==> src/rtl/mdio_mgmt_pkg.sv <==
package mdio_mgmt_pkg;
  localparam int FRAME_BITS  = 64;
  localparam int PRE_BITS    = 32;
  localparam int IDX_W       = $clog2(FRAME_BITS);
  localparam int TA_IDX      = 46;
  localparam int DATA_IDX    = 48;
  localparam int FLD_W       = 5;
  localparam int DATA_W      = 16;
  localparam int CMD_RD_BIT  = 15;
  localparam int CMD_WR_BIT  = 14;
  localparam int CMD_PHY_LSB = 5;
  localparam int CMD_REG_LSB = 0;
  localparam int CTL_RST_BIT = 0;
  localparam int CTL_PRE_BIT = 8;
  localparam int CTL_DIV_LSB = 9;

  typedef enum logic [1:0] {
    SEL_CTRL = 2'd0,
    SEL_CMD  = 2'd1,
    SEL_DATA = 2'd2,
    SEL_STAT = 2'd3
  } reg_sel_e;

  typedef struct packed {
    logic              rd;
    logic [FLD_W-1:0]  phy;
    logic [FLD_W-1:0]  regnum;
    logic [DATA_W-1:0] wdata;
  } mdio_req_t;
endpackage

==> src/rtl/mdio_mdc_div.sv <==
module mdio_mdc_div #(
  parameter int DIV_W = 7
) (
  input  logic             clk_i,
  input  logic             rst_ni,
  input  logic             run_i,
  input  logic [DIV_W-1:0] div_field_i,
  output logic             rise_o,
  output logic             end_o
);
  logic [DIV_W-1:0] cnt_q, last_cnt, rise_cnt;

  always_comb begin
    last_cnt = (div_field_i == '0) ? {{(DIV_W-1){1'b0}}, 1'b1} : div_field_i;
    rise_cnt = DIV_W'(((({1'b0, last_cnt} + 1'b1) >> 1) - 1'b1));
  end

  assign rise_o = run_i && (cnt_q == rise_cnt);
  assign end_o  = run_i && (cnt_q == last_cnt);

  always_ff @(posedge clk_i or negedge rst_ni) begin
    if (!rst_ni)              cnt_q <= '0;
    else if (!run_i || end_o) cnt_q <= '0;
    else                      cnt_q <= cnt_q + 1'b1;
  end
endmodule

==> src/rtl/mdio_frame_seq.sv <==
module mdio_frame_seq
  import mdio_mgmt_pkg::*;
(
  input  logic              clk_i,
  input  logic              rst_ni,
  input  logic              clear_i,
  input  logic              start_i,
  input  mdio_req_t         req_i,
  input  logic              pre_sup_i,
  input  logic              rise_i,
  input  logic              end_i,
  input  logic              mdio_i,
  output logic              busy_o,
  output logic              mdc_o,
  output logic              mdio_o,
  output logic              mdio_oe_o,
  output logic              done_o,
  output logic              done_rd_o,
  output logic [DATA_W-1:0] rx_o
);
  localparam logic [IDX_W-1:0] LAST_IDX = IDX_W'(FRAME_BITS - 1);
  localparam logic [IDX_W-1:0] FIRST_SUP = IDX_W'(PRE_BITS);

  logic [FRAME_BITS-1:0] frame_q, frame_d;
  logic [IDX_W-1:0]      idx_q, nxt_idx, first_idx;
  logic                  rd_q;
  logic [13:0]           hdr;
  logic [17:0]           tail;
  logic                  last_bit;

  always_comb begin
    hdr       = {2'b01, (req_i.rd ? 2'b10 : 2'b01), req_i.phy, req_i.regnum};
    tail      = req_i.rd ? 18'h3FFFF : {2'b10, req_i.wdata};
    frame_d   = {{PRE_BITS{1'b1}}, hdr, tail};
    first_idx = pre_sup_i ? FIRST_SUP : '0;
    nxt_idx   = idx_q + 1'b1;
    last_bit  = (idx_q == LAST_IDX);
  end

  assign done_o    = busy_o && end_i && last_bit && !clear_i;
  assign done_rd_o = rd_q;

  always_ff @(posedge clk_i or negedge rst_ni) begin
    if (!rst_ni) begin
      busy_o <= 1'b0; mdc_o <= 1'b0; mdio_o <= 1'b1; mdio_oe_o <= 1'b0;
      frame_q <= '0; idx_q <= '0; rd_q <= 1'b0; rx_o <= '0;
    end else if (clear_i) begin
      busy_o <= 1'b0; mdc_o <= 1'b0; mdio_o <= 1'b1; mdio_oe_o <= 1'b0;
      idx_q <= '0;
    end else if (!busy_o) begin
      if (start_i) begin
        busy_o    <= 1'b1;
        frame_q   <= frame_d;
        rd_q      <= req_i.rd;
        idx_q     <= first_idx;
        mdc_o     <= 1'b0;
        mdio_o    <= frame_d[LAST_IDX - first_idx];
        mdio_oe_o <= 1'b1;
      end
    end else begin
      if (rise_i) begin
        mdc_o <= 1'b1;
        if (rd_q && (idx_q >= IDX_W'(DATA_IDX))) rx_o <= {rx_o[DATA_W-2:0], mdio_i};
      end
      if (end_i) begin
        mdc_o <= 1'b0;
        if (last_bit) begin
          busy_o    <= 1'b0;
          mdio_o    <= 1'b1;
          mdio_oe_o <= 1'b0;
        end else begin
          idx_q     <= nxt_idx;
          mdio_o    <= frame_q[LAST_IDX - nxt_idx];
          mdio_oe_o <= !(rd_q && (nxt_idx >= IDX_W'(TA_IDX)));
        end
      end
    end
  end
endmodule

==> src/rtl/mdio_reg_file.sv <==
module mdio_reg_file
  import mdio_mgmt_pkg::*;
#(
  parameter int DIV_W      = 7,
  parameter int DIV_RESET  = 39,
  parameter int RST_CYCLES = 4
) (
  input  logic              clk_i,
  input  logic              rst_ni,
  input  logic              bus_valid_i,
  input  logic              bus_write_i,
  input  reg_sel_e          bus_sel_i,
  input  logic [31:0]       bus_wdata_i,
  output logic [31:0]       bus_rdata_o,
  input  logic              busy_i,
  input  logic              done_i,
  input  logic              done_rd_i,
  input  logic [DATA_W-1:0] rx_data_i,
  output logic              start_o,
  output mdio_req_t         req_o,
  output logic              pre_sup_o,
  output logic [DIV_W-1:0]  div_field_o,
  output logic              soft_rst_o
);
  localparam int RC_W = $clog2(RST_CYCLES + 1);
  localparam logic [DIV_W-1:0] DIV_INIT = DIV_W'(DIV_RESET);

  logic [RC_W-1:0]   rst_cnt_q;
  logic [31:0]       cmd_q;
  logic [DATA_W-1:0] data_q;
  logic              wr_en, wr_ctrl, wr_cmd, wr_data;

  assign soft_rst_o = (rst_cnt_q != '0);
  assign wr_en   = bus_valid_i && bus_write_i && !soft_rst_o;
  assign wr_ctrl = wr_en && (bus_sel_i == SEL_CTRL);
  assign wr_cmd  = wr_en && (bus_sel_i == SEL_CMD) && !busy_i;
  assign wr_data = wr_en && (bus_sel_i == SEL_DATA) && !busy_i;

  assign start_o      = wr_cmd && (bus_wdata_i[CMD_RD_BIT] || bus_wdata_i[CMD_WR_BIT]);
  assign req_o.rd     = bus_wdata_i[CMD_RD_BIT];
  assign req_o.phy    = bus_wdata_i[CMD_PHY_LSB +: FLD_W];
  assign req_o.regnum = bus_wdata_i[CMD_REG_LSB +: FLD_W];
  assign req_o.wdata  = data_q;

  always_ff @(posedge clk_i or negedge rst_ni) begin
    if (!rst_ni) begin
      rst_cnt_q <= '0; cmd_q <= '0; data_q <= '0;
      div_field_o <= DIV_INIT; pre_sup_o <= 1'b0;
    end else if (soft_rst_o) begin
      rst_cnt_q <= rst_cnt_q - 1'b1;
      cmd_q <= '0; data_q <= '0;
      div_field_o <= DIV_INIT; pre_sup_o <= 1'b0;
    end else begin
      if (wr_ctrl) begin
        if (bus_wdata_i[CTL_RST_BIT]) begin
          rst_cnt_q <= RC_W'(RST_CYCLES);
        end else if (!busy_i) begin
          div_field_o <= bus_wdata_i[CTL_DIV_LSB +: DIV_W];
          pre_sup_o   <= bus_wdata_i[CTL_PRE_BIT];
        end
      end
      if (wr_cmd)  cmd_q  <= bus_wdata_i;
      if (wr_data) data_q <= bus_wdata_i[DATA_W-1:0];
      if (done_i && done_rd_i) data_q <= rx_data_i;
    end
  end

  always_comb begin
    bus_rdata_o = '0;
    unique case (bus_sel_i)
      SEL_CTRL: begin
        bus_rdata_o[CTL_DIV_LSB +: DIV_W] = div_field_o;
        bus_rdata_o[CTL_PRE_BIT]          = pre_sup_o;
        bus_rdata_o[CTL_RST_BIT]          = soft_rst_o;
      end
      SEL_CMD:  bus_rdata_o = cmd_q;
      SEL_DATA: bus_rdata_o[DATA_W-1:0] = data_q;
      SEL_STAT: bus_rdata_o[0] = busy_i;
      default:  bus_rdata_o = '0;
    endcase
  end
endmodule

==> src/rtl/mdio_mgmt_ctrl.sv <==
module mdio_mgmt_ctrl
  import mdio_mgmt_pkg::*;
#(
  parameter int DIV_W      = 7,
  parameter int DIV_RESET  = 39,
  parameter int RST_CYCLES = 4
) (
  input  logic        clk_i,
  input  logic        rst_ni,
  input  logic        bus_valid_i,
  input  logic        bus_write_i,
  input  logic [1:0]  bus_addr_i,
  input  logic [31:0] bus_wdata_i,
  output logic [31:0] bus_rdata_o,
  output logic        mdc_o,
  output logic        mdio_o,
  output logic        mdio_oe_o,
  input  logic        mdio_i
);
  logic              busy, soft_rst, start, pre_sup, rise, period_end, done, done_rd;
  logic [DIV_W-1:0]  div_field;
  logic [DATA_W-1:0] rx_data;
  mdio_req_t         req;

  mdio_reg_file #(.DIV_W(DIV_W), .DIV_RESET(DIV_RESET), .RST_CYCLES(RST_CYCLES)) u_regs (
    .clk_i, .rst_ni, .bus_valid_i, .bus_write_i,
    .bus_sel_i(reg_sel_e'(bus_addr_i)), .bus_wdata_i, .bus_rdata_o,
    .busy_i(busy), .done_i(done), .done_rd_i(done_rd), .rx_data_i(rx_data),
    .start_o(start), .req_o(req), .pre_sup_o(pre_sup),
    .div_field_o(div_field), .soft_rst_o(soft_rst)
  );

  mdio_mdc_div #(.DIV_W(DIV_W)) u_div (
    .clk_i, .rst_ni, .run_i(busy), .div_field_i(div_field),
    .rise_o(rise), .end_o(period_end)
  );

  mdio_frame_seq u_seq (
    .clk_i, .rst_ni, .clear_i(soft_rst), .start_i(start), .req_i(req),
    .pre_sup_i(pre_sup), .rise_i(rise), .end_i(period_end), .mdio_i,
    .busy_o(busy), .mdc_o, .mdio_o, .mdio_oe_o,
    .done_o(done), .done_rd_o(done_rd), .rx_o(rx_data)
  );
endmodule

==> config.mk <==
export PLATFORM = sky130hd
export DESIGN_NAME = mdio_mgmt_ctrl
export DESIGN_NICKNAME = d
export VERILOG_FILES = /design/src/rtl/mdio_mgmt_pkg.sv /design/src/rtl/mdio_mdc_div.sv /design/src/rtl/mdio_frame_seq.sv /design/src/rtl/mdio_reg_file.sv /design/src/rtl/mdio_mgmt_ctrl.sv
export SDC_FILE = /design/constraint.sdc
export NUM_CORES = 1
export LEC_CHECK = 0
export CORE_MARGIN = 5
export CORE_UTILIZATION = 60
export DETAILED_ROUTE_END_ITERATION = 16
export DONT_BUFFER_PORTS = 1
export PLACE_DENSITY = 0.76
export SYNTH_ARGS = -nofsm -noshare
export SYNTH_HDL_FRONTEND = slang
export SYNTH_SLANG_ARGS = --single-unit
==> constraint.sdc <==
create_clock -name clk_i -period 6.89 [get_ports clk_i]
set_clock_uncertainty 0.2 [all_clocks]
set_input_delay 0.689 -clock clk_i [delete_from_list [all_inputs] [get_ports clk_i]]
set_output_delay 0.689 -clock clk_i [all_outputs]
set_load 0.02 [all_outputs]
==> metrics.log, run 1 <==
[metrics] Horiz. Die Dim: about 110 µm
[metrics] final number of setup-violating endpoints: 0
[metrics] end point of the worst hold path: u_seq.frame_q[28]$_DFFE_PN0P_
[metrics] Data required, critical path: about 7100 ps
[metrics] fraction of power spent switching nets: 28.5%
[metrics] slew margin rel.: 15.9%
[metrics] clock group share of total power: about two fifths
[metrics] max-cap violation count: 0
[metrics] number of DRC markers in iteration 0: 549
[metrics] crit path time final: slightly below 4000 ps
[metrics] drt wl/cell: 19.6 µm
[metrics] total number of clock tree sinks: roughly 120
[metrics] non-filler instance count after layout: 796
[metrics] P per Cell Area: 284 nW/µm²
[metrics] Worst Hold Class: in2reg
[metrics] clock root buffer master: clkbuf_8
[metrics] number of placed cells counting well taps: 762
[metrics] async set or reset register ratio after synthesis: 100%
[metrics] Worst Path Max Fanout: 32
[metrics] final routed wirelength across all metal layers: ~16 mm
[metrics] CTS HTree Levels: 4
[metrics] fmax: around 260 MHz
[metrics] status: completed
[metrics] cell count after synthesis: about 680
[metrics] worst hold slack: 48.8 ps
[metrics] part of the Yosys area used for sequential elements: 47.0%
[metrics] share of power burned in registers: between 40 and 50%
[metrics] post-synthesis register bit count: between 100 and 150
[metrics] count of hold-fix buffers inserted at cts: 2
[metrics] Port Buffers: 0
[metrics] Synthesis Warnings: 0
[metrics] launching point of the worst reg2reg path: u_regs.div_field_o[4]$_DFFE_PN0P_
[metrics] Total Neg Setup Slack: 0 ps
[metrics] via density per instance: between 6 and 7
[metrics] number of remaining DRC errors: 0
[metrics] Layout Nets: slightly below 700
[metrics] Hold Fails Final Rpt: 0
[metrics] critical register-to-register path endpoint: u_regs.data_q[3]$_DFFE_PN0P_
[metrics] post-synthesis instance area: 6460 µm²
[metrics] mean post-synth cell area: between 9 and 10 µm²
[metrics] EDFF count, synth: 0
[metrics] Critical Path AT: 4050 ps
[metrics] number of iterations in the first detailed-routing pass: 6
[metrics] Unique masters post-synth: 60
[metrics] core region area: around 10000 µm²
[metrics] clock slew at reported path FFs: about 60 ps
[metrics] post-detailed-placement cell area: between 6000 and 7000 µm²
[metrics] GRT Util Overall: around a quarter
[metrics] slew at the pin closest to its max-slew limit: roughly 1300 ps
[metrics] via count of the routed design: 4945
[metrics] Worst setup EP type: register
[metrics] detailed placement HPWL: between 10 and 15 mm
[metrics] I/O pins: between 70 and 80
[metrics] Final Max Slew Viols: 0
[metrics] syn nets: 726
[metrics] fraction of the cycle the final worst path needs: between 50% and 60%
[metrics] LEAKAGE: 3.59 nW
[metrics] ys flop type: dfrtp_1
[metrics] worst setup slack for register-to-register paths: roughly 3000 ps
[metrics] grt total ovfl: 0
[metrics] logic gate share of total power: 14.8%
[metrics] first-pass GRT wire length: roughly 26 mm
[metrics] count of cells along the worst register-to-register path: 5
[metrics] HP Start: bus_wdata_i[15]
[metrics] largest net degree at the start of global routing: about 120
[metrics] weighted congestion reported at the end of routability-driven placement: about 0.87
[metrics] Resize count post-CTS: 0
[metrics] share of post-route cells with drive strength above 1: a little over a tenth
[metrics] # fillers: a little over 800
[metrics] startpoint type of the worst setup path: register
[metrics] FP Rows: 37
[metrics] setup repair after global routing missed its margin: no
[metrics] Worst-Skew Late Latency: ~530 ps
[metrics] initial antenna violation count: 0
[metrics] final design utilization: just under 70%
[metrics] layout-stage area growth over the synthesis result: 8.64%
[metrics] die footprint: between 10000 and 15000 µm²
[metrics] final instance area: between 7000 and 8000 µm²
[metrics] internal cell power: 1.42 mW
[metrics] Cells on Worst Hold Path: 1
[metrics] initial cell density of the core: between 60% and 70%
[metrics] Die Ht: about 110 µm
[metrics] ANT cells: 0
[metrics] IR drop worst, VDD: between 0.2 and 0.3 mV
[metrics] Longest Clk Path Bufs: 2
[metrics] post-layout power: around 2 mW
[metrics] Num CTS Buffers: 17
[metrics] ANT nets after route: 0
[metrics] final worst slack: 3050 ps
[metrics] TritonCTS clock tree: done
[metrics] number of global-route vias before repair: 5071
[metrics] type of the worst setup path: reg2reg
[metrics] net switching power of the design: 567 µW
[metrics] number of buffers inserted by post-CTS setup repair: 0
[metrics] worst setup timing slack at the placement stage: about 3100 ps
-- worst max path at each step --
| stage | start | end | depth (start not counted) |
|---|---|---|---|
| 3_5_place_dp | u_regs.div_field_o[4]$_DFFE_PN0P_ | u_regs.data_q[3]$_DFFE_PN0P_ | 5 |
| 6_report | u_regs.div_field_o[4]$_DFFE_PN0P_ | u_regs.data_q[3]$_DFFE_PN0P_ | 5 |
| 3_3_place_gp | u_regs.div_field_o[4]$_DFFE_PN0P_ | u_seq.rx_o[1]$_DFFE_PN0P_ | 10 |
| 4_1_cts | u_regs.div_field_o[4]$_DFFE_PN0P_ | u_regs.data_q[14]$_DFFE_PN0P_ | 5 |
| 5_1_grt | u_regs.div_field_o[4]$_DFFE_PN0P_ | u_regs.data_q[14]$_DFFE_PN0P_ | 5 |
| 2_1_floorplan | u_regs.div_field_o[1]$_DFFE_PN1P_ | u_seq.rx_o[10]$_DFFE_PN0P_ | 11 |
-- cell usage after synthesis (all sizes together), types with 6 or more instances --
master  instances  area, µm²
mux2i          23        230
dfrtp         116       2900
and2           19        119
nand3          42        210
a31oi           6       37.5
buf             7       48.8
nor2b          14       87.6
nor2           49        184
ha              9        113
xnor2          15        131
o21ai          33        165
xor2            7       61.3
mux2           17        229
mux4            7        158
clkbuf         50        189
a222oi          9       90.1
nand4           6       43.8
nor4            6       58.8
inv            14       52.6
nand2         141        529
a21oi           9       45.0
o211a          17        170
a22oi           7       52.6
-- layout by cell type (no fill, tap or decap), types with 10 or more instances in the layout --
master	instances
and2_1	19
clkbuf_16	16
dfrtp_1	116
inv_1	14
mux2_4	10
mux2i_1	23
nand2_1	141
nand3_1	42
nor2_1	49
nor2b_1	14
o211a_1	17
o21ai_0	33
xnor2_1	15
-- sequential cells by signal (all words and copies together), names as in the netlist, 3 cells and up --
signal	cells
u_div.cnt_q	7
u_regs.div_field_o	7
u_regs.rst_cnt_q	3
u_seq.frame_q	29
u_regs.cmd_q	32
u_seq.rx_o	16
u_seq.idx_q	6
u_regs.data_q	16
-- logic make-up after synthesis --
logic type               share of synthesized area, %
multiplexers                                     9.55
AO/OA/AOI/OAI                                    12.3
buffers and inverters                            4.50
flip-flops                                       47.0
XOR/XNOR                                         3.33
adder cells (fa/ha/maj)                          1.74
AND/OR/NAND/NOR                                  21.6
-- power groups by stage --
stage | Sequential (mW) | Clock (mW) | Combinational (mW)
after global placement | 0.883 | 0 | 0.266
after global routing | 0.889 | 0.862 | 0.331
after CTS | 0.876 | 0.827 | 0.296
final | 0.878 | 0.816 | 0.295
after detailed placement | 0.887 | 0 | 0.277
after floorplan | 0.866 | 0 | 0.228
-- layout make-up --
class	count	area [µm²]	share of cell area [%]
multi-input combinational	486	3140	44.7
tap	136	170	2.43
sequential	121	3030	43.2
timing repair buffer	7	75.1	1.07
clock buffer	21	449	6.40
inverter	14	52.6	0.749
clock inverter	11	98.8	1.41
-- metal layers --
| layer | global-route usage, % | vias up | share of wire, % |
|---|---|---|---|
| li1 | - | 2284 | - |
| met1 | 34.2 | 2432 | 43 |
| met2 | 39.3 | 190 | 48 |
| met3 | 7.11 | 39 | 6.1 |
| met4 | 10.4 | 0 | 2.7 |
| met5 | 0 | - | 0 |
-- worst max-delay path, stage by stage (launching register included) --
cell	delay (ps)
dfrtp_1	550
nor4_2	510
nand3_1	160
a311oi_1	630
nand3_1	1060
o211a_1	580
Note: power is estimated with default switching activity, not from simulation.
==> run 2, diff against run 1 <==
Settings changed: ABC_AREA set to 1, CORE_UTILIZATION 60 to 58.
Clock period 6.89 ns to 3.3 ns, I/O delays scaled along.
==> run 2 against run 1 <==
The run now ends with negative hold slack left; cell area rose by 8.4%; combinational power rose to 5.1 times the previous value; hold slack got worse by 650 ps; count of clock-buffer cells in the layout rose by 1; synthesized cell count rose by 29%; first-iteration DRC count rose by 17%; critical path type unchanged; largest power group unchanged; die area rose by 5.1%; global-route usage rose by 0.88 points; via count rose by 20%.
==> metrics.log, run 2 <==
[metrics] share of post-route cells with drive strength above 1: 9.08% (was 10.8%)
[metrics] die footprint: 13600 µm² (was 12900 µm²)
[metrics] Total Neg Setup Slack: 0 ps (unchanged)
[metrics] status: finished, violations left (was completed)
[metrics] amount of wire on met3 after detailed routing: 1.08 mm (was 950 µm)
[metrics] most repeated cell in the gate-level netlist after synthesis: nand2_1 (unchanged)
[metrics] ys flop type: dfrtp_1 (unchanged)
[metrics] net switching power of the design: 1.89 mW (was 567 µW)
[metrics] Die Ht: 117 µm (was 114 µm)
[metrics] most common library cell in the layout ignoring fill and taps: nand2_1 (unchanged)
[metrics] largest cells by area after synthesis: dfrtp_1 44%, nand2_1 15%, nand3_1 6.8% (was dfrtp_1 45%, nand2_1 8.2%, mux2i_1 3.6%)
[metrics] drt wl/cell: 16.1 µm (was 19.6 µm)
[metrics] Layout Nets: 938 (was 695)
[metrics] commonest cells after routing, fill and taps aside: 256 x nand2_1, 116 x dfrtp_1, 92 x inv_1 (was 141 x nand2_1, 116 x dfrtp_1, 49 x nor2_1)
[metrics] worst hold slack: -598 ps (was 48.8 ps)
[metrics] Critical Path AT: 3000 ps (was 4050 ps)
[metrics] Worst-Skew Late Latency: 420 ps (was 530 ps)
[metrics] Hold Fails Final Rpt: 121 (was 0)
[metrics] Longest Clk Path Bufs: 2 (unchanged)
[metrics] via count of the routed design: 5938 (was 4945)
[metrics] EDFF count, synth: 0 (unchanged)
[metrics] Final Max Slew Viols: 0 (unchanged)
[metrics] type of the worst setup path: reg2reg (unchanged)
[metrics] IR drop worst, VDD: 0.775 mV (was 0.264 mV)
[metrics] largest net degree at the start of global routing: 122 (unchanged)
[metrics] ANT cells: 0 (unchanged)
[metrics] Data required, critical path: 3330 ps (was 7090 ps)
[metrics] post-layout power: 5.47 mW (was 1.99 mW)
[metrics] async set or reset register ratio after synthesis: 100% (unchanged)
[metrics] Horiz. Die Dim: 117 µm (was 114 µm)
[metrics] max-cap violation count: 0 (unchanged)
[metrics] first-pass GRT wire length: 28.1 mm (was 26.0 mm)
[metrics] Yosys top cell by area: dfrtp_1 (unchanged)
[metrics] weighted congestion reported at the end of routability-driven placement: 0.935 (was 0.870)
[metrics] fraction of the cycle the final worst path needs: 89.9% (was 55.8%)
[metrics] P per Cell Area: 720 nW/µm² (was 284 nW/µm²)
[metrics] layout-stage area growth over the synthesis result: 15.4% (was 8.64%)
[metrics] number of global-route vias before repair: 5667 (was 5071)
[metrics] largest registers: u_regs.cmd_q (32), u_seq.frame_q (29) (unchanged)
[metrics] clock group share of total power: 36.1% (was 41.0%)
[metrics] final number of setup-violating endpoints: 0 (unchanged)
[metrics] via density per instance: 5.68 (was 6.21)
[metrics] ANT nets after route: 0 (unchanged)
[metrics] detailed placement HPWL: 11.3 mm (was 10.2 mm)
[metrics] final routed wirelength across all metal layers: 16.8 mm (was 15.6 mm)
[metrics] commonest cells in the synthesized netlist: 256 x nand2_1, 116 x dfrtp_1, 92 x inv_1 (was 141 x nand2_1, 116 x dfrtp_1, 49 x clkbuf_1, 49 x nor2_1, 42 x nand3_1)
[metrics] LEAKAGE: 3.87 nW (was 3.59 nW)
[metrics] met2 wire len: 8.10 mm (was 7.48 mm)
[metrics] mean post-synth cell area: 7.56 µm² (was 9.52 µm²)
[metrics] count of hold-fix buffers inserted at cts: 35 (was 2)
[metrics] internal cell power: 3.58 mW (was 1.42 mW)
[metrics] syn nets: 920 (was 726)
[metrics] share of power burned in registers: 36.3% (was 44.1%)
[metrics] cell count after synthesis: 872 (was 678)
[metrics] initial cell density of the core: 58.5% (was 62.0%)
[metrics] Synthesis Warnings: 0 (unchanged)
[metrics] fraction of power spent switching nets: 34.6% (was 28.5%)
[metrics] number of remaining DRC errors: 0 (unchanged)
[metrics] DR top layer: met4 (unchanged)
[metrics] crit path time final: 2970 ps (was 3840 ps)
[metrics] Unique masters post-synth: 43 (was 60)
[metrics] Worst Path Max Fanout: 47 (was 32)
[metrics] I/O pins: 74 (unchanged)
[metrics] Post-Route M1 WL: 7.21 mm (was 6.78 mm)
[metrics] clock slew at reported path FFs: 50 ps (was 60 ps)
[metrics] post-synthesis instance area: 6590 µm² (was 6460 µm²)
[metrics] Worst Hold Class: in2async (was in2reg)
[metrics] max FFs per register: 32 (unchanged)
[metrics] GRT Util Overall: 26.4% (was 25.5%)
[metrics] CTS HTree Levels: 4 (unchanged)
[metrics] core region area: 11300 µm² (was 10400 µm²)
[metrics] Num CTS Buffers: 17 (unchanged)
[metrics] TritonCTS clock tree: done (unchanged)
[metrics] post-synthesis register bit count: 121 (unchanged)
[metrics] grt total ovfl: 0 (unchanged)
[metrics] FP Rows: 39 (was 37)
[metrics] startpoint type of the worst setup path: register (unchanged)
[metrics] number of buffers inserted by post-CTS setup repair: 0 (unchanged)
[metrics] logic gate share of total power: 27.5% (was 14.8%)
[metrics] Port Buffers: 0 (unchanged)
[metrics] fmax: 337 MHz (was 260 MHz)
[metrics] clock root buffer master: clkbuf_16 (was clkbuf_8)
[metrics] part of the Yosys area used for sequential elements: 46.0% (was 47.0%)
[metrics] share of Yosys cell area claimed by the top area cell type: 44.0% (was 45.0%)
[metrics] violations in the final reports: negative hold slack
[metrics] initial antenna violation count: 0 (unchanged)
[metrics] number of DRC markers in iteration 0: 645 (was 549)
[metrics] register containing the most flip-flops in the final layout: u_regs.cmd_q (unchanged)
[metrics] final worst slack: 334 ps (was 3050 ps)
[metrics] setup repair after global routing missed its margin: no (unchanged)
[metrics] Worst setup EP type: register (unchanged)
[metrics] slew margin rel.: 18.7% (was 15.9%)
[metrics] number of iterations in the first detailed-routing pass: 7 (was 6)
[metrics] worst setup timing slack at the placement stage: 379 ps (was 3120 ps)
[metrics] slew at the pin closest to its max-slew limit: 1220 ps (was 1260 ps)
[metrics] total number of clock tree sinks: 121 (unchanged)
[metrics] Resize count post-CTS: 0 (unchanged)
## run 2: power groups by stage
stage | combinational, mW | clock (mW) | sequential (mW)
after floorplan | 1.24 | 0 | 1.92
after global placement | 1.38 | 0 | 2.00
after detailed placement | 1.44 | 0 | 2.00
after CTS | 1.50 | 1.99 | 1.98
after global routing | 1.72 | 2.06 | 2.02
final | 1.51 | 1.98 | 1.99
## run 2: cell families after synthesis
| family | after synthesis | share of synthesized area (%) |
|---|---|---|
| buffers and inverters | 141 | 8.69 |
| flip-flops | 121 | 46.0 |
| XOR/XNOR | 14 | 1.86 |
| AND/OR/NAND/NOR | 439 | 29.5 |
| adder cells (fa/ha/maj) | 9 | 1.71 |
| AO/OA/AOI/OAI | 148 | 12.2 |
## run 2: stage by stage
| step | util [%] | cells | area (µm²) | hold slack, ps |
|---|---|---|---|---|
| finish | 67.5 | 1046 | 7600 | -598 |
| global route | 67.5 | 1046 | 7600 | -616 |
| CTS | 67.5 | 1046 | 7600 | -605 |
| detailed placement | 58.8 | 979 | 6630 | -160 |
| global placement | 58.8 | 979 | 6630 | -160 |
| floorplan | - | 872 | 6590 | -166 |
## run 2: routing by layer
| layer | GRT usage, % | vias up |
|---|---|---|
| li1 | - | 2832 |
| met1 | 35.5 | 2839 |
| met2 | 41.1 | 228 |
| met3 | 6.58 | 39 |
| met4 | 10.9 | 0 |
| met5 | 0 | - |
## run 2: layout make-up
type	count	area (µm²)
well taps	143	179
inverters	100	375
clock inverters	10	165
fillers	896	3670
repair buffers	40	388
flip-flops and latches	121	3030
clock buffers	22	464
multi-input cells	610	3000
## run 2: worst paths after layout
kind                       depth (start not counted)                            start  slack (ps)                           endpoint
max                                                9  u_regs.rst_cnt_q[1]$_DFFE_PN0P_         330        u_regs.cmd_q[0]$_DFFE_PN0P_
max in group asynchronous                          0                           rst_ni        3280  u_regs.div_field_o[5]$_DFFE_PN1P_
min                                                0                           rst_ni        -600         u_seq.idx_q[1]$_DFFE_PN0P_
min in group clk_i                                 5                  bus_wdata_i[14]          70        u_seq.mdio_oe_o$_DFFE_PN0P_
min reg2reg                                        2    u_seq.frame_q[28]$_DFFE_PN0P_         280      u_seq.frame_q[28]$_DFFE_PN0P_
max reg2reg                                        9  u_regs.rst_cnt_q[1]$_DFFE_PN0P_         330        u_regs.cmd_q[0]$_DFFE_PN0P_
## run 2: critical path, cell delays in order (launching register included)
cell and delay, ps:
dfrtp_1 370, nor2_1 160, ha_2 210, nand3_1 130, nor2_1 170, inv_1 100, nor2_4 360, inv_1 650
nand3_1 260, o21ai_0 150
